File: config.mk
export PLATFORM = sky130hd
export DESIGN_NAME = dual_mailbox
export DESIGN_NICKNAME = d
export VERILOG_FILES = /design/src/rtl/mbx_pkg.sv /design/src/rtl/mbx_fifo.sv /design/src/rtl/mbx_port.sv /design/src/rtl/mbx_irq.sv /design/src/rtl/dual_mailbox.sv
export SDC_FILE = /design/constraint.sdc
export NUM_CORES = 2
export LEC_CHECK = 0
export BUFFER_PORTS_ARGS = -buffer_cell sky130_fd_sc_hd__buf_4
export CORE_MARGIN = 1.5
export CORE_UTILIZATION = 60
export CTS_CLUSTER_DIAMETER = 80
export DETAILED_ROUTE_END_ITERATION = 8
export PLACE_DENSITY = 0.77
export SETUP_SLACK_MARGIN = 0.2
export SLEW_MARGIN = 20
export SYNTH_ARGS = -nofsm -noshare
export SYNTH_HDL_FRONTEND = slang
export SYNTH_SLANG_ARGS = --single-unit
export TNS_END_PERCENT = 50
File: constraint.sdc
create_clock -name clk -period 9.6 [get_ports clk]
set_input_delay 0.96 -clock clk [delete_from_list [all_inputs] [get_ports clk]]
set_output_delay 0.96 -clock clk [all_outputs]
set_load 0.005 [all_outputs]
File: src/rtl/mbx_pkg.sv
package mbx_pkg;
    localparam int PTR_W   = 4;
    localparam int DEPTH   = 1 << PTR_W;
    localparam int LVL_W   = PTR_W + 1;
    localparam int W0      = 64;
    localparam int W1      = 32;
    localparam int MSG_W   = W0 + W1;
    localparam int DATA_W  = 64;
    localparam int ADDR_W  = 8;
    localparam int NFIFO   = 2;
    localparam int NPORT   = 2;
    localparam int NIRQ    = 2 * NFIFO;

    localparam int BIT_FULL  = 16;
    localparam int BIT_EMPTY = 17;
    localparam int BIT_OVF   = 18;

    localparam logic [ADDR_W-1:0] ADR_IRQ_EN  = 8'h48;
    localparam logic [ADDR_W-1:0] ADR_IRQ_ACK = 8'h4C;
    localparam logic [ADDR_W-1:0] OFS_SEND_HI = 8'h10;
    localparam logic [ADDR_W-1:0] OFS_SEND_LO = 8'h18;
    localparam logic [ADDR_W-1:0] OFS_RECV_HI = 8'h20;
    localparam logic [ADDR_W-1:0] OFS_RECV_LO = 8'h28;

    typedef struct packed {
        logic             push;
        logic [MSG_W-1:0] msg;
        logic             pop;
        logic             ovf_clr;
    } fifo_req_t;

    typedef struct packed {
        logic [MSG_W-1:0] head;
        logic [LVL_W-1:0] lvl;
        logic [PTR_W-1:0] rdp;
        logic [PTR_W-1:0] wrp;
        logic             ovf;
    } fifo_stat_t;

    // Queue 0 is outbound (application to I/O), queue 1 is inbound.
    function automatic logic [ADDR_W-1:0] fifo_base(input int f);
        return (f == 0) ? 8'h50 : 8'h80;
    endfunction
endpackage

File: src/rtl/mbx_fifo.sv
module mbx_fifo
    import mbx_pkg::*;
(
    input  logic                  clk,
    input  logic                  rst_n,
    input  fifo_req_t [NPORT-1:0] req_i,
    output fifo_stat_t            stat_o
);
    typedef struct packed {
        logic [PTR_W-1:0] rd;
        logic [PTR_W-1:0] wr;
        logic [LVL_W-1:0] lvl;
        logic             ovf;
    } st_t;

    st_t              st_d, st_q;
    logic [MSG_W-1:0] mem_q [DEPTH];
    logic             wr_en;
    logic [MSG_W-1:0] wr_msg;

    always_comb begin
        logic want, clash, any_pop, clr, full, empty, do_pop;
        st_d    = st_q;
        want    = 1'b0;
        clash   = 1'b0;
        any_pop = 1'b0;
        clr     = 1'b0;
        wr_msg  = '0;
        // Walk downward so the lowest-numbered pushing port wins.
        for (int p = NPORT - 1; p >= 0; p--) begin
            if (req_i[p].push) begin
                if (want) clash = 1'b1;
                want   = 1'b1;
                wr_msg = req_i[p].msg;
            end
            any_pop = any_pop | req_i[p].pop;
            clr     = clr | req_i[p].ovf_clr;
        end
        full   = (st_q.lvl == LVL_W'(DEPTH));
        empty  = (st_q.lvl == '0);
        wr_en  = want && !full;
        do_pop = any_pop && !empty;
        if (wr_en)  st_d.wr = st_q.wr + 1'b1;
        if (do_pop) st_d.rd = st_q.rd + 1'b1;
        st_d.lvl = st_q.lvl + LVL_W'(wr_en) - LVL_W'(do_pop);
        st_d.ovf = (st_q.ovf && !clr) || (want && full) || clash;
    end

    always_ff @(posedge clk or negedge rst_n) begin
        if (!rst_n) st_q <= '0;
        else        st_q <= st_d;
    end

    always_ff @(posedge clk) begin
        if (wr_en) mem_q[st_q.wr] <= wr_msg;
    end

    assign stat_o = '{head: mem_q[st_q.rd], lvl: st_q.lvl, rdp: st_q.rd,
                      wrp: st_q.wr, ovf: st_q.ovf};
endmodule

File: src/rtl/mbx_port.sv
module mbx_port
    import mbx_pkg::*;
(
    input  logic                   clk,
    input  logic                   rst_n,
    input  logic                   req_i,
    input  logic                   we_i,
    input  logic [ADDR_W-1:0]      addr_i,
    input  logic [DATA_W-1:0]      wdata_i,
    input  fifo_stat_t [NFIFO-1:0] stat_i,
    input  logic [NIRQ-1:0]        en_i,
    input  logic [NIRQ-1:0]        pend_i,
    output fifo_req_t [NFIFO-1:0]  freq_o,
    output logic                   en_we_o,
    output logic [NIRQ-1:0]        en_val_o,
    output logic [NIRQ-1:0]        ack_o,
    output logic [DATA_W-1:0]      rdata_o
);
    typedef struct packed {
        logic [NFIFO-1:0][W0-1:0] stage;
    } st_t;

    st_t st_d, st_q;

    always_comb begin
        logic             wr, rd, empty;
        logic [ADDR_W-1:0] b;
        logic [LVL_W-1:0]  room;
        logic [PTR_W-1:0]  room_c;
        st_d     = st_q;
        wr       = req_i && we_i;
        rd       = req_i && !we_i;
        rdata_o  = '0;
        en_we_o  = wr && (addr_i == ADR_IRQ_EN);
        en_val_o = wdata_i[NIRQ-1:0];
        ack_o    = (wr && addr_i == ADR_IRQ_ACK) ? wdata_i[NIRQ-1:0] : '0;
        if (rd && addr_i == ADR_IRQ_EN)  rdata_o = DATA_W'(en_i);
        if (rd && addr_i == ADR_IRQ_ACK) rdata_o = DATA_W'(pend_i);
        for (int f = 0; f < NFIFO; f++) begin
            b      = fifo_base(f);
            empty  = (stat_i[f].lvl == '0);
            room   = LVL_W'(DEPTH) - stat_i[f].lvl;
            room_c = (room > LVL_W'(DEPTH - 1)) ? '1 : room[PTR_W-1:0];

            freq_o[f].push    = wr && (addr_i == b + OFS_SEND_LO);
            freq_o[f].msg     = {st_q.stage[f], wdata_i[W1-1:0]};
            freq_o[f].pop     = rd && (addr_i == b + OFS_RECV_LO);
            freq_o[f].ovf_clr = wr && (addr_i == b) && wdata_i[BIT_OVF];

            if (wr && addr_i == b + OFS_SEND_HI) st_d.stage[f] = wdata_i[W0-1:0];

            if (rd && addr_i == b) begin
                rdata_o[BIT_OVF]   = stat_i[f].ovf;
                rdata_o[BIT_EMPTY] = empty;
                rdata_o[BIT_FULL]  = (stat_i[f].lvl == LVL_W'(DEPTH));
                rdata_o[LVL_W-1:0] = stat_i[f].lvl;
            end
            if (rd && addr_i == b + OFS_RECV_HI && !empty)
                rdata_o = stat_i[f].head[MSG_W-1:W1];
            if (rd && addr_i == b + OFS_RECV_LO && !empty)
                rdata_o = {7'b0, stat_i[f].lvl, room_c, stat_i[f].rdp,
                           stat_i[f].wrp, 8'b0, stat_i[f].head[W1-1:0]};
        end
    end

    always_ff @(posedge clk or negedge rst_n) begin
        if (!rst_n) st_q <= '0;
        else        st_q <= st_d;
    end
endmodule

File: src/rtl/mbx_irq.sv
module mbx_irq
    import mbx_pkg::*;
(
    input  logic                       clk,
    input  logic                       rst_n,
    input  logic [NIRQ-1:0]            cond_i,
    input  logic [NPORT-1:0]           en_we_i,
    input  logic [NPORT-1:0][NIRQ-1:0] en_val_i,
    input  logic [NPORT-1:0][NIRQ-1:0] ack_i,
    output logic [NIRQ-1:0]            en_o,
    output logic [NIRQ-1:0]            pend_o,
    output logic [NIRQ-1:0]            irq_o
);
    typedef struct packed {
        logic [NIRQ-1:0] en;
        logic [NIRQ-1:0] sticky;
    } st_t;

    st_t st_d, st_q;

    always_comb begin
        logic [NIRQ-1:0] ack_all;
        st_d    = st_q;
        ack_all = '0;
        // Port 0 is applied last so it wins an enable-write collision.
        for (int p = NPORT - 1; p >= 0; p--) begin
            if (en_we_i[p]) st_d.en = en_val_i[p];
            ack_all = ack_all | ack_i[p];
        end
        st_d.sticky = (st_q.sticky | cond_i) & ~ack_all;
    end

    always_ff @(posedge clk or negedge rst_n) begin
        if (!rst_n) st_q <= '0;
        else        st_q <= st_d;
    end

    assign pend_o = st_q.sticky | cond_i;
    assign en_o   = st_q.en;
    assign irq_o  = st_q.en & pend_o;
endmodule

File: src/rtl/dual_mailbox.sv
module dual_mailbox
    import mbx_pkg::*;
(
    input  logic              clk,
    input  logic              rst_n,
    input  logic              ap_req,
    input  logic              ap_we,
    input  logic [ADDR_W-1:0] ap_addr,
    input  logic [DATA_W-1:0] ap_wdata,
    output logic [DATA_W-1:0] ap_rdata,
    input  logic              io_req,
    input  logic              io_we,
    input  logic [ADDR_W-1:0] io_addr,
    input  logic [DATA_W-1:0] io_wdata,
    output logic [DATA_W-1:0] io_rdata,
    output logic              ap_irq_send_empty,
    output logic              ap_irq_recv_ready,
    output logic              io_irq_send_empty,
    output logic              io_irq_recv_ready
);
    logic [NPORT-1:0]                         p_req, p_we;
    logic [NPORT-1:0][ADDR_W-1:0]             p_addr;
    logic [NPORT-1:0][DATA_W-1:0]             p_wdata, p_rdata;
    fifo_req_t [NPORT-1:0][NFIFO-1:0]         p_freq;
    fifo_req_t [NFIFO-1:0][NPORT-1:0]         f_req;
    fifo_stat_t [NFIFO-1:0]                   f_stat;
    logic [NPORT-1:0]                         en_we;
    logic [NPORT-1:0][NIRQ-1:0]               en_val, ack;
    logic [NIRQ-1:0]                          en_q, pend, irq, cond;

    // Port 0 is the application side, port 1 the I/O side.
    assign p_req   = {io_req, ap_req};
    assign p_we    = {io_we, ap_we};
    assign p_addr  = {io_addr, ap_addr};
    assign p_wdata = {io_wdata, ap_wdata};
    assign ap_rdata = p_rdata[0];
    assign io_rdata = p_rdata[1];

    for (genvar p = 0; p < NPORT; p++) begin : g_port
        mbx_port u_port (
            .clk(clk), .rst_n(rst_n),
            .req_i(p_req[p]), .we_i(p_we[p]), .addr_i(p_addr[p]),
            .wdata_i(p_wdata[p]), .stat_i(f_stat), .en_i(en_q), .pend_i(pend),
            .freq_o(p_freq[p]), .en_we_o(en_we[p]), .en_val_o(en_val[p]),
            .ack_o(ack[p]), .rdata_o(p_rdata[p])
        );
    end

    for (genvar f = 0; f < NFIFO; f++) begin : g_fifo
        for (genvar p = 0; p < NPORT; p++) begin : g_route
            assign f_req[f][p] = p_freq[p][f];
        end
        mbx_fifo u_fifo (
            .clk(clk), .rst_n(rst_n), .req_i(f_req[f]), .stat_o(f_stat[f])
        );
        assign cond[2*f]   = (f_stat[f].lvl == '0);
        assign cond[2*f+1] = (f_stat[f].lvl != '0);
    end

    mbx_irq u_irq (
        .clk(clk), .rst_n(rst_n), .cond_i(cond), .en_we_i(en_we),
        .en_val_i(en_val), .ack_i(ack), .en_o(en_q), .pend_o(pend), .irq_o(irq)
    );

    assign ap_irq_send_empty = irq[0];
    assign io_irq_recv_ready = irq[1];
    assign io_irq_send_empty = irq[2];
    assign ap_irq_recv_ready = irq[3];
endmodule

Yosys cells after proc, flatten, opt, wreduce, memory -nomap -nowiden
Memory sizes are Yosys's and may differ from the RTL's. Index checks and enable logic that the tools add are counted. W data, S select, Z words.

Memories kept: 2. Memory bits (writable): 3072. Register bits after elaboration: 292. Logic and storage cells: 178. Bits of input ports: 150. Output and inout port bits: 132.

Muxes and demuxes: 42. Reduce and logical (&&, ||, !) cells: 73. Magnitude comparators: 2. Bitwise operators: 9. Equality and inequality tests: 26. Add/sub/neg operators: 10.

Memory list: g_fifo[0].u_fifo.mem_q (depth 16, width 96, read ports 1, clocked after Yosys merged registers in 0, wr ports 1, line mbx_fifo.sv:17) `logic [MSG_W-1:0] mem_q [DEPTH];`; g_fifo[1].u_fifo.mem_q (depth 16, width 96, read ports 1, clocked after Yosys merged registers in 0, wr ports 1, line mbx_fifo.sv:17).

Operators with widths (count): $mux W64 (10); $mux W96 (4); $eq A8 B7 Y1 const B (14); $eq A8 B8 Y1 const B (10); $logic_and A1 B1 Y1 (56); $mux W4 (8); $mux W5 (4); $add A4 B1 Y4 const B (4); $mux W1 (12); $mux W3 (4); $add A5 B1 Y5 (2); $eq A5 B5 Y1 const B (2); $gt A5 B4 Y1 const B (2); $logic_not A5 Y1 (2); $reduce_bool A5 Y1 (2); $sub A5 B1 Y5 (2); $sub A5 B5 Y5 const A (2); $and A4 B4 Y4 (2); $logic_not A1 Y1 (8); $or A4 B4 Y4 (2); $logic_or A1 B1 Y1 (4); $not A4 Y4 (1); $or A1 B1 Y1 (4); $reduce_bool A2 Y1 (1).

Longest topological paths before layout
Depth after elaboration: 11. Mapped depth: 19. Depth with buffers taken out: 17.

By module
Synthesis repeated with hierarchy kept, for this count alone.

Cells, all modules: 7323. Area total of the unflattened synthesis: 137375.5 um2.

Modules (own cells, without submodules): mbx_fifo (g_fifo[1].u_fifo) (times used 1, seq. area each 46474.6 um2, area each 61021.0 um2, cells an instance 2966); mbx_fifo (g_fifo[0].u_fifo) (times used 1, seq. area each 46474.6 um2, area each 60883.4 um2, cells an instance 2966); mbx_port (g_port[0].u_port) (times used 1, seq. area each 3203.1 um2, area each 7589.8 um2, cells an instance 658); mbx_port (g_port[1].u_port) (times used 1, seq. area each 3203.1 um2, area each 7417.1 um2, cells an instance 688); mbx_irq (times used 1, seq. area each 200.2 um2, area each 416.6 um2, cells an instance 37); dual_mailbox (times used 1, seq. area each 0.0 um2, area each 47.5 um2, cells an instance 8).

Least setup slack after synthesis
No wires, ideal clock.

Kind: in2reg. From: input ap_addr[2]. To: memory g_fifo[1].u_fifo.mem_q[3][0] in the netlist's numbering, enable pin. Path slack: -0.004 ns. Setup time: 0.668 ns. Data arrival time: 8.936 ns. Path buffers: 2. Stages: 7. Data required time: 8.932 ns. Cells stage by stage: or4b_1 buf_2 nor3_2 o21ba_1 buf_2 nand2_1 nor3_1.

Longest elaborated chain between the ends: 6.

Ends and longest elaborated chain: start: declaration (line dual_mailbox.sv:8) `input logic [ADDR_W-1:0] ap_addr,`; $eq A8 B8 Y1 (line mbx_port.sv:45) `freq_o[f].push = wr && (addr_i == b + OFS_SEND_LO);`; $logic_and A1 B1 Y1 (line mbx_port.sv:45); $mux W1 (line mbx_fifo.sv:31) `if (req_i[p].push) begin`; $logic_and A1 B1 Y1 (line mbx_fifo.sv:41) `wr_en = want && !full;`; via g_fifo[1].u_fifo.wr_en (line mbx_fifo.sv:18) `logic wr_en;`; $mux W1 (line mbx_fifo.sv:55) `if (wr_en) mem_q[st_q.wr] <= wr_msg;`; $mux W1 (not written as such) (line mbx_fifo.sv:55); end: declaration (line mbx_fifo.sv:17).

The timed path passes the listed nets, and every way through them passes these cells.

Worst setup path in the final report
From: register g_fifo[1].u_fifo.st_q, in the netlist g_fifo[1].u_fifo.stat_o[5]. To: output io_rdata[42].

Longest elaborated chain between the ends: 3.

Ends and longest elaborated chain: start: declaration (line mbx_fifo.sv:16) `st_t st_d, st_q;`; start signal: assignment (line mbx_fifo.sv:51) `else st_q <= st_d;`; $mem_v2 Z16 W96; $mux W64 (line mbx_port.sv:58) `if (rd && addr_i == b + OFS_RECV_HI && !empty)`; $mux W64 (line mbx_port.sv:60) `if (rd && addr_i == b + OFS_RECV_LO && !empty)`; end: declaration (line dual_mailbox.sv:15) `output logic [DATA_W-1:0] io_rdata,`.

Every way passes these cells.

==> flow_metrics.tcl <==
set metrics [dict create \
    yosys_warnings 0 \
    finalHoldViolations 0 \
    placed_area_mm2 0.138 \
    grt_pass1_vias 70000 \
    yosys.area.top_type_share 0.697 \
    nets 6839 \
    clock.fmax_ghz 0.161 \
    p_int_mw 23.6 \
    met3_usage 0.0763 \
    grt_max_degree 149 \
    p_leak_nw 55.4 \
    yosysSeqAreaShare 0.752 \
    pin_count 282 \
    drive_gt1_frac 0.299 \
    postLayoutCellArea_mm2 0.149 \
    ys_top_cells_by_count "edfxtp_1, mux4_2, nand2_1, dfrtp_1, mux2_2" \
    cts_resized 0 \
    ys_top_cells_by_area "edfxtp_1, mux4_2, dfrtp_1" \
    max_slew.worst_pin.slew_ns 1.19 \
    gp_routability_congestion 0.972 \
    cts_tree "yes" \
    dpl_worst_slack_ns 4.00 \
    vias 69600 \
    cp_max_fo 44 \
    hold_ws_ns 0.255 \
    syn_nets 6467 \
    syn_to_final_growth_pct 12.3 \
    switching_share 0.203 \
    fin_cells 9809 \
    p_clk_frac 0.437 \
    synth_flop_cell "edfxtp_1" \
    powerDensity_mw_per_mm2 199 \
    finalPower_mw 29.6 \
    fp.dieW_um 473 \
    fin_crit_sh 0.649 \
    synth_top_cell_by_area "edfxtp_1" \
    htreeDepth 5 \
    drc_errors 0 \
    clk_path_buf_depth 4 \
    utilization 0.677 \
    tns_ns 0 \
    post-dp-hpwl_um 214000 \
    drv_slew 0 \
    combPwrFrac 0.027 \
    cts.sinks 3364 \
    grt_pass1_wl_um 531000 \
    grt_busiest_layer "met2" \
    clock_skew_ns 0.0678 \
    ys_ff_latch 3364 \
    worst_slack_ns 3.37 \
    finalSetupViolations 0 \
    ir_worst_vdd_mv 0.164 \
    placedCellCount 9185 \
    async_flop_share 0.0868 \
    start_util 0.603 \
    core-area_mm2 0.220 \
    startpoint_type "flip-flop" \
    rsz0062_at_grt "no" \
    use_met1 0.466 \
    via_per_inst 7.09 \
    grt.total_usage 0.340 \
    yosysUniqueCellTypes 80 \
    synth_most_common_cell "edfxtp_1" \
    die_y_um 473 \
    avgSynthCellArea_um2 21.1 \
    syn_inst 6285 \
    clk_transition_reported_paths_ns 0.06 \
    crit_type "reg -> out" \
    routed_wl_um 376000 \
    synth-edff-count 3072 \
    cts_setup_buffers 0 \
    hold_path.class "in -> reg" \
    cap_violations 0 \
    p_seq_frac 0.537 \
    status "completed" \
    worstPathArrival_ns 5.27 \
    antenna_found_initial 37 \
    antenna_left 0 \
    num_rows 172 \
    grtUsageMet2 0.519 \
    cts_buffers 339 \
    max_slew_margin 0.206 \
    cp.required_ns 8.64 \
    fin_crit_ns 6.23 \
    firstDrtPassIters 9 \
    cts_root_buf "clkbuf_16" \
    worstSkewPairLatency_ns 0.97 \
    drt-initial-drc-count 10800 \
    netlist_area_mm2 0.132 \
    cp-end-kind "primary output" \
    grt_remaining_overflow 0 \
    power_switching_mw 6.02 \
    wl_per_cell_um 38.3 \
    io_buffers 281 \
    dieArea_mm2 0.223 \
]
sequential cells by signal (all words and copies together) (netlist names):
name	cells
g_fifo.u_fifo.mem_q	3072
g_fifo.u_fifo.stat_o	28
g_port.u_port.freq_o	256
u_irq.en_o	4
u_irq.st_q	4
path summary, 6_finish.rpt:
path	start	to	slack, ns	depth (start not counted)
min in group asynchronous	rst_n	g_port[1].u_port.freq_o[67]$_DFFE_PN0P_	0.57	2
setup / recovery	g_fifo[1].u_fifo.stat_o[5]$_DFFE_PN0P_	io_rdata[42]	3.37	7
max in group asynchronous	rst_n	g_fifo[1].u_fifo.stat_o[8]$_DFFE_PN0P_	6.83	4
setup reg to reg	g_fifo[1].u_fifo.stat_o[11]$_DFF_PN0_	g_fifo[1].u_fifo.stat_o[13]$_DFF_PN0_	4.53	18
hold reg to reg	g_port[0].u_port.freq_o[91]$_DFFE_PN0P_	g_port[0].u_port.freq_o[91]$_DFFE_PN0P_	0.49	1
hold / removal	ap_wdata[52]	g_port[0].u_port.freq_o[86]$_DFFE_PN0P_	0.25	2
area by class of cell:
type / count / area (um^2)
tap: 2871 / 3590
fill: 13000 / 70900
clock buffer: 419 / 9050
antenna: 31 / 77.6
multi-input combinational: 2515 / 31300
timing repair buffer: 412 / 3350
clock inverter: 172 / 1620
sequential: 3364 / 99600
inverter: 25 / 93.8
power by group through the flow:
stage	logic (mW)	clock network (mW)	registers, mW
3_5_place_dp	0.790	0	16.2
4_1_cts	0.795	13.0	15.9
3_3_place_gp	0.792	0	16.2
5_1_grt	0.844	13.6	15.9
2_1_floorplan	0.545	0	16.2
6_report	0.794	12.9	15.9
worst max-delay path, cell delays in order (launching register included):
cell,delay [ns]
dfrtp_4,0.84
buf_4,0.82
buf_4,0.59
mux4_2,0.58
mux4_2,0.56
a222oi_1,0.39
nand2_1,0.24
buf_4,0.20
cells in the final DEF (no fill, tap or decap), types with 10 or more instances in the layout:
| cell type | synthesis | final |
|---|---|---|
| edfxtp_1 | 3072 | 3072 |
| mux4_2 | 862 | 862 |
| buf_4 | 37 | 391 |
| clkbuf_16 | 0 | 349 |
| nand2_1 | 326 | 326 |
| dfrtp_1 | 292 | 284 |
| mux2_2 | 244 | 244 |
| a22oi_1 | 229 | 229 |
| a22o_1 | 142 | 142 |
| a21oi_1 | 126 | 126 |
| nand3_1 | 115 | 114 |
| nor2_1 | 111 | 94 |
| clkbuf_1 | 163 | 65 |
| clkinv_1 | 0 | 58 |
| clkinv_2 | 0 | 56 |
| o21ai_0 | 38 | 38 |
| diode_2 | 0 | 31 |
| ha_1 | 30 | 30 |
| bufinv_16 | 0 | 30 |
| a221oi_1 | 26 | 26 |
| inv_1 | 25 | 25 |
| o22ai_1 | 21 | 21 |
| nor2b_1 | 22 | 18 |
| nor2_4 | 1 | 17 |
| mux2_1 | 16 | 16 |
| clkinvlp_4 | 0 | 16 |
| buf_12 | 0 | 15 |
| xnor2_1 | 14 | 14 |
| a221o_1 | 14 | 14 |
| and2_4 | 0 | 12 |
| mux2i_1 | 10 | 10 |
metal layers:
layer	wire (um)	up-vias
li1	-	27000
met1	133000	36700
met2	178000	4959
met3	42800	860
met4	21900	4
met5	21	-
cell families (layout without fill, tap and decap cells):
group,after synthesis,after routing,synth area share
AO/OA/AOI/OAI,648,648,0.0359
XOR/XNOR,22,22,0.00146
adder cells (fa/ha/maj),32,32,0.00314
buffers and inverters,406,1028,0.0142
flip-flops,3364,3364,0.752
multiplexers,1132,1132,0.170
other,0,31,0
AND/OR/NAND/NOR,681,681,0.0238
repair_timing:
action / in CTS / in global routing
hold buffers: 1 / 0
endpoints found under the hold margin: 61 / 0
endpoints found under the setup margin: 0 / 0
No activity file was read; power rests on OpenSTA's default activity.
